===== src/rtl/reloc_pkg.sv =====
package reloc_pkg;
    parameter int ADDR_W  = 17;
    parameter int CHUNK_W = 8;
    localparam int PAGE_W = ADDR_W - CHUNK_W;
    localparam int CNT_W  = PAGE_W + 1;

    typedef enum logic [2:0] {
        DEC_NONE,
        DEC_PASS,
        DEC_VIOL,
        DEC_NXM,
        DEC_HANG
    } dec_t;

    typedef enum logic {
        ST_RUN,
        ST_HUNG
    } st_t;
endpackage


===== src/rtl/reloc_regs.sv =====
module reloc_regs
    import reloc_pkg::*;
(
    input  logic              clk,
    input  logic              rst_n,
    input  logic              base_wr,
    input  logic [PAGE_W-1:0] base_din,
    input  logic              limit_wr,
    input  logic [CNT_W-1:0]  limit_din,
    output logic [PAGE_W-1:0] base_q,
    output logic [CNT_W-1:0]  limit_q
);
    always_ff @(posedge clk) begin
        if (!rst_n) begin
            base_q  <= '0;
            limit_q <= '0;
        end else begin
            if (base_wr)  base_q  <= base_din;
            if (limit_wr) limit_q <= limit_din;
        end
    end

    p_load_base_r2: assert property (@(posedge clk) disable iff (!rst_n)
        base_wr |=> base_q == $past(base_din));
    p_load_limit_r2: assert property (@(posedge clk) disable iff (!rst_n)
        limit_wr |=> limit_q == $past(limit_din));
endmodule


===== src/rtl/reloc_check.sv =====
module reloc_check
    import reloc_pkg::*;
(
    input  logic              ea_vld,
    input  logic [ADDR_W-1:0] ea,
    input  logic              user_mode,
    input  logic [PAGE_W-1:0] base_q,
    input  logic [CNT_W-1:0]  limit_q,
    input  logic [CNT_W-1:0]  mem_chunks,
    output dec_t              dec,
    output logic [ADDR_W-1:0] phys
);
    logic [PAGE_W-1:0] log_chunk;
    logic [ADDR_W-1:0] reloc_sum;
    logic              over_limit;
    logic              missing_user;
    logic              missing_mon;

    always_comb begin
        log_chunk    = ea[ADDR_W-1:CHUNK_W];
        over_limit   = {1'b0, log_chunk} >= limit_q;
        reloc_sum    = ea + {base_q, {CHUNK_W{1'b0}}};
        missing_user = {1'b0, reloc_sum[ADDR_W-1:CHUNK_W]} >= mem_chunks;
        missing_mon  = {1'b0, log_chunk} >= mem_chunks;
        phys         = user_mode ? reloc_sum : ea;
        if (!ea_vld)
            dec = DEC_NONE;
        else if (user_mode) begin
            if (over_limit)        dec = DEC_VIOL;
            else if (missing_user) dec = DEC_NXM;
            else                   dec = DEC_PASS;
        end else begin
            if (missing_mon)       dec = DEC_HANG;
            else                   dec = DEC_PASS;
        end
    end
endmodule


===== src/rtl/reloc_guard.sv =====
module reloc_guard
    import reloc_pkg::*;
(
    input  logic              clk,
    input  logic              rst_n,
    input  logic              base_wr,
    input  logic [8:0]        base_din,
    input  logic              limit_wr,
    input  logic [9:0]        limit_din,
    input  logic [9:0]        mem_chunks,
    input  logic              ea_vld,
    input  logic [16:0]       ea,
    input  logic              user_mode,
    output logic              pa_vld,
    output logic [16:0]       pa,
    output logic              viol_trap,
    output logic              nxm_trap,
    output logic              nxm_stall
);
    logic [PAGE_W-1:0] base_q;
    logic [CNT_W-1:0]  limit_q;
    dec_t              dec;
    logic [ADDR_W-1:0] phys;
    st_t               state, state_nx;

    reloc_regs u_regs (
        .clk(clk), .rst_n(rst_n),
        .base_wr(base_wr), .base_din(base_din),
        .limit_wr(limit_wr), .limit_din(limit_din),
        .base_q(base_q), .limit_q(limit_q)
    );

    reloc_check u_check (
        .ea_vld(ea_vld), .ea(ea), .user_mode(user_mode),
        .base_q(base_q), .limit_q(limit_q), .mem_chunks(mem_chunks),
        .dec(dec), .phys(phys)
    );

    // Next-state: RUN_TO_HUNG on a monitor access to missing memory.
    always_comb begin
        state_nx = state;
        unique case (state)
            ST_RUN:  if (dec == DEC_HANG) state_nx = ST_HUNG;
            ST_HUNG: state_nx = ST_HUNG;
        endcase
    end

    always_ff @(posedge clk) begin
        if (!rst_n) state <= ST_RUN;
        else        state <= state_nx;
    end

    // Registered outputs.
    always_ff @(posedge clk) begin
        if (!rst_n) begin
            pa_vld    <= 1'b0;
            pa        <= '0;
            viol_trap <= 1'b0;
            nxm_trap  <= 1'b0;
            nxm_stall <= 1'b0;
        end else begin
            pa_vld    <= 1'b0;
            viol_trap <= 1'b0;
            nxm_trap  <= 1'b0;
            unique case (state)
                ST_RUN: begin
                    if (dec == DEC_PASS) begin
                        pa_vld <= 1'b1;
                        pa     <= phys;
                    end
                    viol_trap <= (dec == DEC_VIOL);
                    nxm_trap  <= (dec == DEC_NXM);
                    nxm_stall <= (dec == DEC_HANG);
                end
                ST_HUNG: nxm_stall <= 1'b1;
            endcase
        end
    end

    p_one_outcome_r3: assert property (@(posedge clk) disable iff (!rst_n)
        $countones({pa_vld, viol_trap, nxm_trap}) <= 1);
    p_stall_sticky_r7: assert property (@(posedge clk) disable iff (!rst_n)
        nxm_stall |=> nxm_stall);
    p_silent_hung_r7: assert property (@(posedge clk) disable iff (!rst_n)
        nxm_stall |-> !pa_vld && !viol_trap && !nxm_trap);
    p_idle_quiet_r8: assert property (@(posedge clk) disable iff (!rst_n)
        !ea_vld && !nxm_stall |=> !pa_vld && !viol_trap && !nxm_trap);
    p_monitor_pass_r6: assert property (@(posedge clk) disable iff (!rst_n)
        ea_vld && !user_mode && !nxm_stall && ({1'b0, ea[16:8]} < mem_chunks)
        |=> pa_vld && pa == $past(ea));
    p_zero_limit_r10: assert property (@(posedge clk) disable iff (!rst_n)
        ea_vld && user_mode && !nxm_stall && limit_q == '0 |=> viol_trap);
endmodule


===== config.mk =====
export PLATFORM = sky130hd
export DESIGN_NAME = reloc_guard
export DESIGN_NICKNAME = d
export VERILOG_FILES = /design/src/rtl/reloc_pkg.sv /design/src/rtl/reloc_regs.sv /design/src/rtl/reloc_check.sv /design/src/rtl/reloc_guard.sv
export SDC_FILE = /design/constraint.sdc
export NUM_CORES = 1
export LEC_CHECK = 0
export ABC_AREA = 1
export BUFFER_PORTS_ARGS = -buffer_cell sky130_fd_sc_hd__buf_2
export CORE_MARGIN = 3
export CORE_UTILIZATION = 45
export DETAILED_ROUTE_END_ITERATION = 8
export GPL_TIMING_DRIVEN = 0
export PLACE_DENSITY = 0.74
export SYNTH_ARGS = -nofsm -noshare
export SYNTH_HDL_FRONTEND = slang
export SYNTH_SLANG_ARGS = --single-unit

===== constraint.sdc =====
create_clock -name clk -period 5.5 [get_ports clk]
set_input_delay 0.825 -clock clk [delete_from_list [all_inputs] [get_ports clk]]
set_output_delay 0.825 -clock clk [all_outputs]
set_load 0.01 [all_outputs]

Word-level counts from Yosys, hierarchy flattened --
Index checks and enable logic that the tools add are counted.
Word-level totals: flip-flop bits (word level) 41, input bits 52, output and inout bits 21, logic and storage cells 30
Operators by class: $add $sub $neg 1, order comparisons 3, eq/ne operators 4, multiplexer cells 10, bitwise gates (word level) 2, reductions and logical operators 2
Operators with widths (count):
- >= comparator 9 x 10 -> 1 bit | 3
- adder 17 bit | 1
- 2-to-1 mux 17 bit | 1
- 2-to-1 mux 3 bit | 4
- == test 3 x 2 -> 1 bit, second input constant | 2
- one-hot mux 1 bit (2 select lines) | 2
- == test 3 x 1 -> 1 bit, second input constant | 1
- == test 3 bit, second input constant | 1
- 2-to-1 mux 1 bit | 2
- 2-to-1 mux 2 bit | 1
- inverter 1 bit | 2
- AND reduction 2 bit | 1
- OR reduction 2 bit | 1

Logic depth before layout (Yosys ltp) --
Gate-level depths: netlist (run 1).
depth after elaboration 9, depth in mapped cells 22

Cells and area by module --
A second synthesis (run 1) with hierarchy kept.
Unflattened totals: cells, all modules 466, area, all modules 3067.9 um^2
Modules (own cells, without submodules):
- reloc_check | times used 1, cells an instance 221, area each 1306.3 um^2
- reloc_guard | times used 1, cells an instance 125, area each 903.4 um^2
- reloc_regs | times used 1, cells an instance 120, area each 858.3 um^2

Worst setup path before layout (run 1) --
Ideal clock, no wire load.
kind input port to flip-flop, start in ea[8], end reg pa[16], arrival 3157 ps, data required time 5388 ps, slack 2231 ps, stages on the path 20, buffers on the path 1, cell sequence ha_1 fa_1 nand3_1 nand3_1 nand2_1 nand2_1 xor2_1 inv_1 ha_1 nand2_1 inv_1 a21boi_1 nand2_1 nor2_1 nand2_1 nand2_2 buf_2 nand4_1 nor2_1 nor2_1
Between the ends: word-level cells in the longest chain between the ends 8
RTL lines:
- from (decl) | RTL line reloc_guard.sv:12 | input logic [16:0] ea,
- adder 17 bit | RTL line reloc_check.sv:22 | reloc_sum = ea + {base_q, {CHUNK_W{1'b0}}};
- >= comparator 9 x 10 -> 1 bit | RTL line reloc_check.sv:23 | missing_user = {1'b0, reloc_sum[ADDR_W-1:CHUNK_W]} >= mem_chunks;
- 2-to-1 mux 2 bit | RTL line reloc_check.sv:30 | else if (missing_user) dec = DEC_NXM;
- 2-to-1 mux 3 bit | RTL line reloc_check.sv:29 | if (over_limit) dec = DEC_VIOL;
- 2-to-1 mux 3 bit | RTL line reloc_check.sv:28 | else if (user_mode) begin
- 2-to-1 mux 3 bit | RTL line reloc_check.sv:26 | if (!ea_vld)
- == test 3 x 1 -> 1 bit | RTL line reloc_guard.sv:67 | if (dec == DEC_PASS) begin
- AND reduction 2 bit (no line)
- to (signal assigned) | RTL line reloc_guard.sv:69 | pa <= phys;
- to (decl) | RTL line reloc_guard.sv:15 | output logic [16:0] pa,
Parallel ways exist; a longest one is shown, timed or not. A chain may end at the register's enable or synchronous reset.

Final worst setup path (run 1) --
Same ends and word-level chain as after synthesis.

==> qor.yml, run 1 <==
min_path:
  whs_endpoint: "pa[0]"
  min_path_type: "reg2reg"
  min-delay-start: "pa[0]"
  min_path_cells: 2
setup_path:
  timing.reg2reg.setup_slack_ns: 2.34
  critPathKind: "in2reg"
  worstPathCellList: "buf_2 > ha_1 > fa_1 > nand3_1 > nand3_1 > nand2_1 > nand2_1 > xor2_1 > inv_1 > ha_1 > nand2_1 > inv_1 > a21boi_1 > nand2_1 > nor2_1 > nand2_1 > nand2_2 > buf_2 > nand4_1 > nor2_1 > nor2_1"
  crit_path_end_kind: "flip-flop"
  critical_path_required_ns: 5.70
  critPathLaunchType: "input pin"
  crit_fanout: 10
  crit_arrival_ns: 3.69
  max_stage_delay_ns: 0.43
  regToRegEndpoint: "pa[16]"
  cp_common_cell: "nand2_1"
  reg2regPathDepth: 20
  critPathBufInv: 4
  crit_slowest_cell: "fa_1"
  r2r_start: "u_regs.base_q[0]"
  path_delay_family: "simple AND/OR/NAND/NOR gates"
grt:
  grt_pass1_wl_microns: 11020
  grt_max_degree: 14
  grt_usage: 0.1857
  first_global_vias: 2582
  grt_overflow: 0
  grt_antenna_before_repair: 0
clocking:
  hold_buffers: 0
  cts_buffer_depth: 2
  postCtsSetupRepairBufs: 0
  cts_max_level: 2
  post_cts_resized: 0
  clock-sinks: 40
  numCtsBuffers: 5
  cts_tree: "yes"
  cts.clk_slew.worst_paths_ns: 0.08
  clock_latency_ns: 0.30
  cts-root-buf: "clkbuf_8"
floorplanning:
  fp.dieW_microns: 84.74
  start_util: 0.4685
  pin_count: 73
  core.rowCount: 28
  die_area_sq_um: 7181
  fp.coreArea_sq_um: 5956
  die_h_microns: 84.74
flow_run:
  drv_cap: 0
layout:
  seqCellArea_sq_um: 800.8
  nNetsFinal: 591
  layout_commonest_cell: "nand2_1"
  syn_to_final_growth_pct: 20.09
  final_util: 0.5626
  multiInputGateArea_sq_um: 1639
  drive_gt1_frac: 0.1885
  final_cell_mix: "107 x nand2_1, 73 x buf_2, 70 x inv_1, 65 x nor2_1, 40 x dfxtp_1"
  fillCellCount: 592
  diodes: 0
pwr:
  ir_worst_vdd_mv: 0.1256
  power_density_nw_per_um2: 250.2
  p_leak_nw: 1.942
  power.total_w: 0.0008383
synthesis:
  synth_top_family_by_area: "simple AND/OR/NAND/NOR gates"
  synth_edf_count: 0
  synth_area_per_cell_sq_um: 6.534
  synth_seq_cells: 40
  ys_warn_count: 0
  syn_area_sq_um: 2790
  syn-instance-count: 427
  muxShareOfSynthArea: 0.003587
  synth-compound-area-share: 0.08520
  synthesis.nets: 515
  synthXorXnorAreaFrac: 0.01570
  ys.flop_type: "dfxtp_1"
  synthAdderAreaFrac: 0.1641
  synthDistinctLibCells: 29
  synthArstFlopShare: 0
  ys_seq_area_frac: 0.2870
  yosys.area_share.simple: 0.3188
sta:
  rsz0062_at_grt: "no"
  fin_tns_setup_ns: 0
  fin_crit_sh: 0.6354
  timing.hold.ws_ns: 0.4684
  clock_skew_ns: 0.006816
  setup_viol: 0
  worst_pin_slew_ns: 0.4841
  fmax_mhz: 286.1
  slew_viol_final: 0
  fin_ws_ns: 2.005
  max-slew-margin-rel: 0.6773
  hold_violations: 0
  period_needed_ns: 3.495
placement:
  globalplace.congestion: 0.9071
  portBuffers: 69
  dpl_worst_slack_ns: 1.703
  dpl.hpwl_microns: 5381
drt:
  routed_wl_microns: 6504
  ant_nets: 0
  wl_per_cell_microns: 11.23
  via_per_inst: 4.686
  drtIter0Drc: 115
  vias: 2713
  drt_pass1_iterations: 4
  drc: 0
run_status:
  status: "finished, final reports clean"
state kept, by name (all words and copies together), names as in the netlist:
signal          count
pa                 17
u_regs.limit_q     10
u_regs.base_q       9
nxm_trap            1
pa_vld              1
state               1
viol_trap           1
power breakdown:
group          internal (W)  switching (W)
clock              0.000148       0.000109
combinational      0.000104       0.000150
sequential         0.000316      0.0000110
kinds of logic after synthesis:
kind of cell / after synthesis
fa+ha+maj: 36
simple gates: 213
mux: 1
compound gates: 44
buf+inv: 88
xor+xnor: 5
flops: 40
cell type report:
type,instances,area share
multi-input cells,299,0.4892
well taps,75,0.02801
flip-flops and latches,40,0.2390
plain buffers,13,0.02054
clock inverters,2,0.01158
inverters,75,0.08402
repair buffers,69,0.1031
clock buffers,6,0.02465
per-layer routing:
layer,part of all wire,vias up,track usage,wire length (microns)
li1,-,1483,-,-
met1,0.45,1161,0.2159,2906
met2,0.48,55,0.3310,3125
met3,0.051,14,0.04416,330
met4,0.022,0,0.06475,142
met5,0,-,0,0
worst max-delay path by stage:
stage          cells past startpoint     end  slack [ns]  start
6_report                          21  pa[16]        2.01  ea[8]
3_5_place_dp                      21  pa[16]        1.70  ea[8]
3_3_place_gp                      21  pa[16]        1.78  ea[8]
5_1_grt                           21  pa[16]        1.68  ea[8]
2_1_floorplan                     20  pa[16]        2.23  ea[8]
4_1_cts                           21  pa[16]        2.01  ea[8]
worst register-to-register path: cells and delay by family (launching register included):
family,cells,cell delay [ns]
xor+xnor,1,0.23
compound gates,1,0.12
simple gates,12,1.17
fa+ha+maj,3,0.92
flops,1,0.32
buf+inv,3,0.33
Yosys cell counts, drive strengths merged (2+ instances only):
library cell | count | area share
o21ai | 22 | 0.039
clkbuf | 7 | 0.0094
a21oi | 16 | 0.029
inv | 74 | 0.10
nand4 | 14 | 0.031
xnor2 | 2 | 0.0063
ha | 35 | 0.16
nor2 | 68 | 0.096
buf | 6 | 0.015
nand3 | 17 | 0.032
and2 | 2 | 0.0045
nand2 | 110 | 0.15
dfxtp | 40 | 0.29
a21boi | 5 | 0.015
xor2 | 3 | 0.0094
stage by stage:
| step | cell area [sq um] | std cells |
|---|---|---|
| final | 3351 | 579 |
| after global routing | 3351 | 579 |
| after CTS | 3351 | 579 |
| after detailed placement | 3229 | 571 |
| after global placement | 3229 | 571 |
| after floorplan | 2790 | 427 |
No activity file was read; power rests on OpenSTA's default activity.
==> run 2: changes to the inputs <==
Clock period 5.5 ns to 3.25 ns, I/O delays scaled along.
==> run 2 against run 1 <==
  * Non-clock buffer count rose by 2
  * Power rose by 71%
  * Count of clock-buffer cells in the layout did not move
  * Sequential power rose by 69%
  * Worst hold slack got worse by 0.059 ns
  * Largest cell class unchanged
==> qor.yml, run 2 (synthesized netlist as in run 1, its figures left out) <==
layout:
  nNetsFinal: 593
  diodes: 0
  top_regs: "pa (17), u_regs.limit_q (10), u_regs.base_q (9)"
  final_util: 0.5729
  top_register: "pa"
  seqCellArea_sq_um: 800.8
  fillCellCount: 582
  largest_reg_flops: 17
  layout_commonest_cell: "nand2_1"
  instances_no_fill: 581
  syn_to_final_growth_pct: 22.29
  multiInputGateArea_sq_um: 1679
  drive_gt1_frac: 0.2036
  final_cell_mix: "107 x nand2_1, 72 x buf_2, 70 x inv_1, 65 x nor2_1, 40 x dfxtp_1"
run_status:
  status: "finished, final reports clean"
setup_path:
  crit_path_end_kind: "flip-flop"
  path_delay_family: "simple AND/OR/NAND/NOR gates"
  critical_path_required_ns: 3.45
  max_stage_delay_ns: 0.41
  critPathLaunchType: "flip-flop"
  cp_common_cell: "nand2_1"
  critPathBufInv: 3
  crit_slowest_cell: "fa_2"
  crit_arrival_ns: 3.19
  critPathKind: "reg2reg"
  worstPathCellList: "ha_2 > fa_2 > nand3_1 > nand3_2 > nand2_1 > nand2_1 > xor2_2 > inv_1 > ha_1 > nand2_1 > inv_1 > a21boi_1 > nand2_1 > nor2_1 > nand2_1 > nand2_4 > nand3_4 > buf_6 > nor2_1 > nor2_1"
  crit_fanout: 10
pwr:
  power_density_nw_per_um2: 420.6
  p_leak_nw: 1.966
  ir_worst_vdd_mv: 0.2149
  power.total_w: 0.001435
drt:
  vias: 2749
  wl_per_cell_microns: 11.41
  drt_pass1_iterations: 6
  drtIter0Drc: 130
  routed_wl_microns: 6628
  ant_nets: 0
  drc: 0
  via_per_inst: 4.731
sta:
  hold_violations: 0
  fin_tns_setup_ns: 0
  fmax_mhz: 334.1
  period_needed_ns: 2.993
  fin_crit_sh: 0.9209
  clock_skew_ns: 0.005744
  timing.hold.ws_ns: 0.4093
  max-slew-margin-rel: 0.6768
  worst_pin_slew_ns: 0.4849
  setup_viol: 0
  slew_viol_final: 0
clocking:
  clock-sinks: 40
  cts_max_level: 2
  cts.clk_slew.worst_paths_ns: 0.08
  numCtsBuffers: 5
  cts-root-buf: "clkbuf_8"
  cts_tree: "yes"
  hold_buffers: 0
  clock_latency_ns: 0.30
  cts_buffer_depth: 2
floorplanning:
  fp.dieW_microns: 84.74
  fp.coreArea_sq_um: 5956
  core.rowCount: 28
  start_util: 0.4685
  die_area_sq_um: 7181
  pin_count: 73
  die_h_microns: 84.74
grt:
  grt_pass1_wl_microns: 11020
  grt_usage: 0.1857
  first_global_vias: 2582
  grt_max_degree: 14
  grt_antenna_before_repair: 0
  grt_overflow: 0
placement:
  globalplace.congestion: 0.9071
  dp_cells: 571
  portBuffers: 69
  dpl.hpwl_microns: 5381
min_path:
  min_path_type: "in2reg"
flow_run:
  drv_cap: 0
run 2: worst paths after layout:
path / start / end / slack [ns] / cells past startpoint
worst max register to register: u_regs.base_q[0] / pa[15] / 0.26 / 20
worst min-delay path: limit_din[0] / u_regs.limit_q[0] / 0.41 / 3
worst min register to register: u_regs.limit_q[9] / u_regs.limit_q[9] / 0.47 / 2
worst max-delay path: u_regs.base_q[0] / pa[15] / 0.26 / 20
run 2: routing by layer:
layer | up-vias | track usage | wire [microns]
li1 | 1484 | - | -
met1 | 1193 | 0.2159 | 2956
met2 | 57 | 0.3310 | 3214
met3 | 15 | 0.04416 | 320
met4 | 0 | 0.06475 | 137
met5 | - | 0 | 0
run 2: final cells by class:
type | instances | share of cell area
buffer | 13 | 0.02200
clock inverter | 2 | 0.01137
clock buffer | 6 | 0.02420
tap | 75 | 0.02750
timing repair buffer | 71 | 0.1056
sequential | 40 | 0.2347
inverter | 75 | 0.08251
multi-input combinational | 299 | 0.4921
run 2: per-stage QoR:
step	cell area, sq um	setup WS [ns]
floorplan	2790	0.3187
global placement	3229	-0.1364
detailed placement	3229	-0.2091
CTS	3351	0.08828
global route	3412	-0.02695
finish	3412	0.2572
run 2: repair_timing:
action                                  4_1_cts  5_1_grt
gates resized for setup                       0       12
buffers inserted                              0        2
endpoints found under the setup margin        0       20
endpoints found under the hold margin         0        0
run 2: power by group:
part | internal, W | switching (W) | total (W)
clock | 0.000251 | 0.000185 | 0.000436
sequential | 0.000534 | 0.0000188 | 0.000553
combinational | 0.000183 | 0.000263 | 0.000446
total | 0.000969 | 0.000466 | 0.00144
run 2: tightest hold or removal path: stages:
cell,delay (ns)
buf_2,0.07
nor2_1,0.03
nor2_1,0.08
==> run 3: changes to the inputs <==
Settings changed: CORE_MARGIN 3 to 1.5.
==> run 3 against run 2 <==
  * Combinational power down 2%
  * Core utilization down 1.1 points
  * Clock power down 25%
  * Global-route usage up 1.1 points
  * First-iteration DRC count down 37%
  * Wire length down 2.5%
  * Non-clock buffer count down 1
  * Count of clock-buffer cells in the layout up 1
  * Via count down 1.1%
  * Critical path depth up 1
  * Largest cell class unchanged
==> qor.yml, run 3 (synthesized netlist as in run 1, its figures left out) <==
sta:
  rsz0062_at_grt: "no"
  clock_skew_ns: 0.01059
  fin_crit_sh: 0.9309
  slew_viol_final: 0
  max-slew-margin-rel: 0.6866
  period_needed_ns: 3.025
  setup_viol: 0
  fmax_mhz: 330.5
  worst_pin_slew_ns: 0.4701
  hold_violations: 0
floorplanning:
  die_h_microns: 81.74
  die_area_sq_um: 6681
  pin_count: 73
  fp.dieW_microns: 81.74
  core.rowCount: 28
  start_util: 0.4685
  fp.coreArea_sq_um: 5956
clocking:
  clock-sinks: 40
  cts_buffer_depth: 2
  clock_latency_ns: 0.30
  cts.clk_slew.worst_paths_ns: 0.08
  cts-root-buf: "clkbuf_8"
  cts_tree: "yes"
  cts_max_level: 2
  numCtsBuffers: 5
placement:
  portBuffers: 69
  dpl.hpwl_microns: 5266
  globalplace.congestion: 0.8949
  dp_cells: 571
grt:
  grt_overflow: 0
  first_global_vias: 2356
  grt_antenna_before_repair: 0
  grt_pass1_wl_microns: 10090
  grt_max_degree: 13
  grt_usage: 0.1963
setup_path:
  max_stage_delay_ns: 0.39
  cp_common_cell: "nand2_1"
  critical_path_required_ns: 3.47
  worstPathCellList: "ha_2 > fa_2 > nand3_1 > nand3_1 > nand2_1 > nand2_1 > xor2_2 > inv_1 > ha_1 > nand2_1 > inv_1 > a21boi_1 > nand2_1 > nor2_1 > nand2_1 > nand2_4 > nand3_2 > buf_6 > nand2_1 > nand2_1 > nor2_1"
  crit_fanout: 10
  critPathLaunchType: "flip-flop"
  timing.reg2reg.setup_slack_ns: 0.22
  critPathBufInv: 3
  crit_path_end_kind: "flip-flop"
  crit_arrival_ns: 3.25
  crit_slowest_cell: "fa_2"
  path_delay_family: "simple AND/OR/NAND/NOR gates"
  critPathKind: "reg2reg"
layout:
  diodes: 0
  largest_reg_flops: 17
  top_regs: "pa (17), u_regs.limit_q (10), u_regs.base_q (9)"
  layout_commonest_cell: "nand2_1"
  nNetsFinal: 592
  drive_gt1_frac: 0.1941
  syn_to_final_growth_pct: 19.87
  final_cell_mix: "107 x nand2_1, 72 x buf_2, 70 x inv_1, 64 x nor2_1, 40 x dfxtp_1"
  instances_no_fill: 580
  top_register: "pa"
drt:
  wl_per_cell_microns: 11.14
  via_per_inst: 4.690
  drc: 0
  vias: 2720
  drt_pass1_iterations: 4
  ant_nets: 0
  routed_wl_microns: 6463
  drtIter0Drc: 82
flow_run:
  drv_cap: 0
pwr:
  pwr-share-seq: 0.420
  p_sw_w: 0.0004516
  ir_worst_vdd_mv: 0.2557
  p_sw_frac: 0.3426
  p_int_w: 0.0008665
  power.total_w: 0.001318
  p_leak_nw: 1.933
  clkPwrFrac: 0.249
  power_frac_comb: 0.331
  power_density_nw_per_um2: 394.1
run_status:
  status: "finished, final reports clean"
min_path:
  min_path_type: "in2reg"
[run 3: final timing paths]
path                     start  cells after the start           endpoint
min                base_din[4]                      3   u_regs.base_q[4]
max reg2reg   u_regs.base_q[0]                     21             pa[15]
min reg2reg  u_regs.limit_q[3]                      2  u_regs.limit_q[3]
max           u_regs.base_q[0]                     21             pa[15]
[run 3: routing by layer]
metal | up-vias | GRT usage | wire length (microns)
li1 | 1485 | - | -
met1 | 1174 | 0.2291 | 2978
met2 | 54 | 0.3615 | 3177
met3 | 7 | 0.03667 | 231
met4 | 0 | 0.05593 | 75
met5 | - | 0 | 0
[run 3: area by class of cell]
cell class,instances,area (sq um)
buffer,13,71.32
fill,617,2611
timing repair buffer,70,352.8
clock buffer,7,76.32
multi-input combinational,299,1659
sequential,40,800.8
tap,75,93.84
clock inverter,1,8.758
inverter,75,281.5
[run 3: power by group through the flow]
stage               combinational, W  clock [W]  sequential, W
floorplan                   0.000285          0       0.000577
detailed placement          0.000428          0       0.000565
global route                0.000499   0.000362       0.000559
CTS                         0.000432   0.000338       0.000553
global placement            0.000417          0       0.000563
finish                      0.000437   0.000328       0.000553
[run 3: stage by stage]
stage / worst slack, ns / setup TNS [ns] / hold WS [ns] / util / area [sq um]
finish: 0.2246 / 0 / 0.4094 / 0.5616 / 3344
global placement: -0.1339 / -1.535 / 0.4451 / 0.5422 / 3229
detailed placement: -0.1907 / -2.843 / 0.4555 / 0.5422 / 3229
floorplan: 0.3187 / 0 / 0.4373 / - / 2790
CTS: 0.09570 / 0 / 0.4052 / 0.5565 / 3314
global route: 0.01142 / 0 / 0.4086 / 0.5616 / 3344
[run 3: tightest hold or removal path, cell delays in order]
cell and delay, ns:
buf_2 0.08, nor2_1 0.03, nor2_1 0.08
[run 3: repair_timing]
item | CTS | global route
hold buffers | 0 | 0
gates resized for setup | 0 | 6
setup endpoints to repair | 0 | 20
setup buffers | 0 | 1
